### config.mk
export PLATFORM = sky130hd
export DESIGN_NAME = hazard_ctl
export DESIGN_NICKNAME = d
export VERILOG_FILES = /design/src/rtl/hz_pkg.sv /design/src/rtl/hz_dep_cmp.sv /design/src/rtl/hz_branch_unit.sv /design/src/rtl/hz_ctl_fsm.sv /design/src/rtl/hazard_ctl.sv
export SDC_FILE = /design/constraint.sdc
export NUM_CORES = 1
export LEC_CHECK = 0
export CORE_UTILIZATION = 41
export DETAILED_ROUTE_END_ITERATION = 12
export PLACE_DENSITY = 0.79
export SLEW_MARGIN = 15
export SYNTH_ARGS = -nofsm -noshare
export SYNTH_HDL_FRONTEND = slang
export SYNTH_SLANG_ARGS = --single-unit
### constraint.sdc
create_clock -name clk -period 8.55 [get_ports clk]
set_input_delay 1.2825 -clock clk [delete_from_list [all_inputs] [get_ports clk]]
set_output_delay 1.2825 -clock clk [all_outputs]
set_load 0.1 [all_outputs]
### src/rtl/hz_pkg.sv
package hz_pkg;
    typedef enum logic [1:0] {
        ST_RUN   = 2'd0,
        ST_STALL = 2'd1,
        ST_FLUSH = 2'd2
    } hz_state_e;
endpackage

### src/rtl/hz_dep_cmp.sv
module hz_dep_cmp #(
    parameter int AW = 5
) (
    input  logic [AW-1:0] src,
    input  logic          src_used,
    input  logic          ex_valid,
    input  logic          ex_wr_en,
    input  logic [AW-1:0] ex_dst,
    input  logic          mem_valid,
    input  logic          mem_wr_en,
    input  logic [AW-1:0] mem_dst,
    output logic          conflict
);
    logic ex_live, mem_live;

    always_comb begin
        ex_live  = ex_valid  && ex_wr_en  && (ex_dst  != '0);
        mem_live = mem_valid && mem_wr_en && (mem_dst != '0);
        conflict = src_used && ((ex_live  && (ex_dst  == src)) ||
                                (mem_live && (mem_dst == src)));
    end
endmodule

### src/rtl/hz_branch_unit.sv
module hz_branch_unit #(
    parameter int XLEN  = 32,
    parameter int OFF_W = 16
) (
    input  logic             ex_valid,
    input  logic             ex_is_branch,
    input  logic             ex_cond_true,
    input  logic [XLEN-1:0]  ex_pc_inc,
    input  logic [OFF_W-1:0] ex_offset,
    output logic             taken,
    output logic [XLEN-1:0]  target
);
    localparam int WORD_SH = 2;
    localparam int EXT_W   = XLEN - OFF_W - WORD_SH;

    logic [XLEN-1:0] byte_off;

    always_comb begin
        byte_off = {{EXT_W{ex_offset[OFF_W-1]}}, ex_offset, {WORD_SH{1'b0}}};
        target   = ex_pc_inc + byte_off;
        taken    = ex_valid && ex_is_branch && ex_cond_true;
    end
endmodule

### src/rtl/hz_ctl_fsm.sv
module hz_ctl_fsm
    import hz_pkg::*;
#(
    parameter int XLEN = 32
) (
    input  logic            clk,
    input  logic            rst_n,
    input  logic            id_valid,
    input  logic            raw_hit,
    input  logic            br_taken,
    input  logic [XLEN-1:0] br_target,
    input  logic [XLEN-1:0] if_pc,
    output logic            pc_hold,
    output logic            ifid_hold,
    output logic            idex_bubble,
    output logic            ifid_flush,
    output logic            idex_flush,
    output logic [XLEN-1:0] next_pc
);
    localparam logic [XLEN-1:0] INSTR_BYTES = XLEN'(4);

    hz_state_e state_q, state_d;
    logic      slot_hazard;

    always_ff @(posedge clk) begin
        if (!rst_n) state_q <= ST_RUN;
        else        state_q <= state_d;
    end

    always_comb begin
        slot_hazard = id_valid && raw_hit;
        state_d     = ST_RUN;
        unique case (state_q)
            ST_RUN, ST_STALL: begin
                if (br_taken)         state_d = ST_FLUSH;
                else if (slot_hazard) state_d = ST_STALL;
                else                  state_d = ST_RUN;
            end
            ST_FLUSH: begin
                if (br_taken) state_d = ST_FLUSH;
                else          state_d = ST_RUN;
            end
            default: state_d = ST_RUN;
        endcase
    end

    always_comb begin
        pc_hold     = 1'b0;
        ifid_hold   = 1'b0;
        idex_bubble = 1'b0;
        ifid_flush  = 1'b0;
        idex_flush  = 1'b0;
        next_pc     = if_pc + INSTR_BYTES;
        unique case (state_d)
            ST_FLUSH: begin
                ifid_flush = 1'b1;
                idex_flush = 1'b1;
                next_pc    = br_target;
            end
            ST_STALL: begin
                pc_hold     = 1'b1;
                ifid_hold   = 1'b1;
                idex_bubble = 1'b1;
                next_pc     = if_pc;
            end
            ST_RUN: begin
                next_pc = if_pc + INSTR_BYTES;
            end
            default: begin
                next_pc = if_pc + INSTR_BYTES;
            end
        endcase
    end
endmodule

### src/rtl/hazard_ctl.sv
module hazard_ctl #(
    parameter int XLEN  = 32,
    parameter int AW    = 5,
    parameter int OFF_W = 16
) (
    input  logic             clk,
    input  logic             rst_n,
    input  logic             id_valid,
    input  logic [AW-1:0]    id_rs_fld,
    input  logic [AW-1:0]    id_rt_fld,
    input  logic             id_reads_rs,
    input  logic             id_reads_rt,
    input  logic             ex_valid,
    input  logic             ex_wr_en,
    input  logic [AW-1:0]    ex_dst,
    input  logic             mem_valid,
    input  logic             mem_wr_en,
    input  logic [AW-1:0]    mem_dst,
    input  logic             ex_is_branch,
    input  logic             ex_cond_true,
    input  logic [XLEN-1:0]  ex_pc_inc,
    input  logic [OFF_W-1:0] ex_offset,
    input  logic [XLEN-1:0]  if_pc,
    output logic             pc_hold,
    output logic             ifid_hold,
    output logic             idex_bubble,
    output logic             ifid_flush,
    output logic             idex_flush,
    output logic [XLEN-1:0]  next_pc
);
    localparam int N_SRC = 2;

    logic [AW-1:0]   src_num  [N_SRC];
    logic            src_used [N_SRC];
    logic [N_SRC-1:0] src_hit;
    logic            br_taken;
    logic [XLEN-1:0] br_target;

    always_comb begin
        src_num[0]  = id_rs_fld;
        src_num[1]  = id_rt_fld;
        src_used[0] = id_reads_rs;
        src_used[1] = id_reads_rt;
    end

    for (genvar g = 0; g < N_SRC; g++) begin : g_src
        hz_dep_cmp #(.AW(AW)) u_cmp (
            .src      (src_num[g]),
            .src_used (src_used[g]),
            .ex_valid (ex_valid),
            .ex_wr_en (ex_wr_en),
            .ex_dst   (ex_dst),
            .mem_valid(mem_valid),
            .mem_wr_en(mem_wr_en),
            .mem_dst  (mem_dst),
            .conflict (src_hit[g])
        );
    end

    hz_branch_unit #(.XLEN(XLEN), .OFF_W(OFF_W)) u_br (
        .ex_valid    (ex_valid),
        .ex_is_branch(ex_is_branch),
        .ex_cond_true(ex_cond_true),
        .ex_pc_inc   (ex_pc_inc),
        .ex_offset   (ex_offset),
        .taken       (br_taken),
        .target      (br_target)
    );

    hz_ctl_fsm #(.XLEN(XLEN)) u_fsm (
        .clk        (clk),
        .rst_n      (rst_n),
        .id_valid   (id_valid),
        .raw_hit    (|src_hit),
        .br_taken   (br_taken),
        .br_target  (br_target),
        .if_pc      (if_pc),
        .pc_hold    (pc_hold),
        .ifid_hold  (ifid_hold),
        .idex_bubble(idex_bubble),
        .ifid_flush (ifid_flush),
        .idex_flush (idex_flush),
        .next_pc    (next_pc)
    );
endmodule

==> results_dict.tcl <==
set metrics [dict create \
    status "complete, no violations" \
    slew_headroom_pct 32.8 \
    io_pins 148 \
    internal_power_mw 0.172 \
    synth.distinct_cells 61 \
    reg_top3 "u_fsm.state_q x2" \
    hold_class "flop to flop" \
    worstMarginPinSlew_ns 1.00 \
    switchingPower_mw 0.234 \
    drt-pass1-iter-count 5 \
    cp-endpoint "next_pc[30]" \
    crit_start "mem_dst[0]" \
    cts_setup_buffers 0 \
    start_util_pct 43.2 \
    r2r_setup_slack_ns 7.60 \
    yosysWarnings 0 \
    ys_top_cells_by_area "ha_1 13%, xnor2_1 9.3%, a21oi_1 6.7%" \
    gr-total-overflow 0 \
    drc 0 \
    rr_endpoint "u_fsm.state_q[0]" \
    p_comb_share_pct 88.3 \
    required_ns 7.27 \
    cp-end-kind "output port" \
    root_buffer "clkbuf_8" \
    cts_tree "yes" \
    grt_pass1_wl_um 19400 \
    synth_edf_count 0 \
    critPathTopFamily "buffers and inverters" \
    fmax_ghz 0.142 \
    rsz0062_at_grt "false" \
    wl_per_cell_um 16.8 \
    yosys.cell_count.top_type "nand2_1" \
    die_area_um2 8160 \
    clkLatencyLatePin_ns 0.21 \
    crit_buf_inv 6 \
    hold_viol 0 \
    fin_skew_ns 0.00473 \
    min_path_cells 2 \
    grt_start_max_net_pins 40 \
    pwr-share-seq_pct 2.4 \
    synth_seq_area_share_pct 1.25 \
    synth-main-ff-cell "dfxtp_1" \
    synth_top_area_cell "ha_1" \
    p_per_area_nw_per_um2 86.9 \
    synthCells 473 \
    r2r_start "u_fsm.state_q[1]" \
    vdd_drop_max_v 0.0000509 \
    antenna_found_initial 0 \
    ys_seq_elements 2 \
    num_vias 4175 \
    post-dp-hpwl_um 9910 \
    crit_chain "clkdlybuf4s50_1 > or4_1 > o211ai_1 > nor4_1 > o21ai_0 > a21oi_1 > inv_1 > ha_1 > buf_4 > inv_1 > nand2_1 > buf_4 > nor2_1 > a22oi_1 > nand3_1 > clkdlybuf4s50_1" \
    via_per_inst 5.96 \
    switching_share_pct 57.7 \
    syn-num-nets 617 \
    clk_path_buf_depth 2 \
    grt_use_total_pct 28.5 \
    largest_reg_flops 2 \
    final_max_slew_viol_count 0 \
    drt_iter0_markers 330 \
    die_h_um 90.3 \
    num-nets-final 747 \
    syn_area_um2 3200 \
    diodes 0 \
    clk_pin_slew_ns 0.03 \
    top_register "u_fsm.state_q" \
    pwr-share-clk_pct 9.3 \
    min_period_over_period_pct 82.2 \
    reg2reg_depth 3 \
    setup.worst_path.class "input port to output port" \
    tns_ns 0 \
    grt_pass1_vias 4076 \
    setup_viol 0 \
    drive_above_1_share_pct 7.99 \
    clock-sinks 2 \
    area_delta_synth_final_pct 46.0 \
    maxCapViolations 0 \
    hold_buffers 0 \
    fin_util_pct 63.0 \
    async_flop_share_pct 0 \
    die_w_um 90.3 \
    slowest_delay_ns 1.14 \
    synthTopCellsByCount "47 x nand2_1, 43 x a21oi_1, 38 x o21ai_0, 34 x xnor2_1, 33 x nor2_1" \
    critPathMaxFanout 39 \
    drt-total-wl_um 11800 \
    fin_crit_ns 7.03 \
    leakagePower_nw 1.81 \
    cts_made_buffers 3 \
    core_area_um2 7410 \
    cp.depth 16 \
    row_count 31 \
    port_buffers 147 \
    cts-resized-gates 0 \
    htreeDepth 1 \
    cp_slowest_cell "clkdlybuf4s50_1" \
    antenna_left 0 \
    routabilityCongestion 0.979 \
    synth_top_area_share_pct 12.5 \
    startpoint_type "input port" \
    worstPathArrival_ns 5.75 \
    avgSynthCellArea_um2 6.76 \
]
layer usage:
| metal | vias up | wire length, µm | part of all wire, % | track usage [%] |
|---|---|---|---|---|
| met5 | - | 0 | 0 | 0 |
| li1 | 2046 | - | - | - |
| met3 | 16 | 719 | 6.1 | 3.03 |
| met4 | 0 | 195 | 1.7 | 6.99 |
| met2 | 185 | 5680 | 48 | 50.1 |
| met1 | 1928 | 5180 | 44 | 36.9 |
how the worst min path moves through the flow:
stage	from	endpoint	slack (ns)
after floorplan	u_fsm.state_q[0]	u_fsm.state_q[1]	0.56
after global placement	u_fsm.state_q[0]	u_fsm.state_q[1]	0.57
after detailed placement	u_fsm.state_q[0]	u_fsm.state_q[1]	0.59
after CTS	u_fsm.state_q[0]	u_fsm.state_q[1]	0.59
after global routing	u_fsm.state_q[0]	u_fsm.state_q[1]	0.62
final	u_fsm.state_q[0]	u_fsm.state_q[1]	0.59
power by group through the flow:
stage	clock network [mW]	registers (mW)	logic, mW
after global placement	0	0.00972	0.352
after global routing	0.0401	0.00962	0.383
after floorplan	0	0.00972	0.235
after CTS	0.0385	0.00962	0.356
final	0.0377	0.00962	0.358
after detailed placement	0	0.00973	0.355
final cells by class:
type	count	area (µm²)
Multi-Input combinational cell	435	2990
Fill cell	669	2740
Timing Repair Buffer	150	1430
Tap cell	99	124
Clock buffer	3	41.3
Inverter	11	41.3
Sequential cell	2	40.0
tightest hold or removal path, cell delays in order, from the launching register on:
cell and delay [ns]:
dfxtp_1 0.29, a21oi_1 0.10, and2_1 0.15
cell usage in the layout (no fill, tap or decap), drive strengths merged, types with 5 or more instances in the layout:
cell           netlist  routed
xnor2               34      34
o21ai               48      48
nor2                33      33
buf                  3      28
ha                  32      32
nor4                 6       6
a21oi               44      44
and3                 8       8
nand4               19      19
and4                 7       7
inv                 11      11
nor3                 9       9
mux2i                5       5
xor2                24      24
nand2               48      48
o221ai               7       7
clkdlybuf4s50        0     122
nand3               21      21
a22oi               13      13
a221oi               6       6
o211ai               7       7
a21o                 9       9
logic make-up after synthesis:
family,synth area share (%)
AND/OR/NAND/NOR,30.3
buffers and inverters,5.20
adder cells (fa/ha/maj),13.1
multiplexers,1.92
AO/OA/AOI/OAI,32.3
XOR/XNOR,15.9
flip-flops,1.25
metrics by stage:
step / setup slack [ns] / cells / total power [mW] / hold WS, ns / cell area, µm²
after floorplan: 1.32 / 473 / 0.245 / 0.557 / 3200
after global placement: 1.77 / 697 / 0.362 / 0.572 / 4630
final: 1.52 / 700 / 0.406 / 0.588 / 4670
after global routing: 1.29 / 700 / 0.432 / 0.616 / 4670
after CTS: 1.56 / 700 / 0.404 / 0.588 / 4670
after detailed placement: 1.58 / 697 / 0.365 / 0.589 / 4630
(Power assumes the default switching activity.)
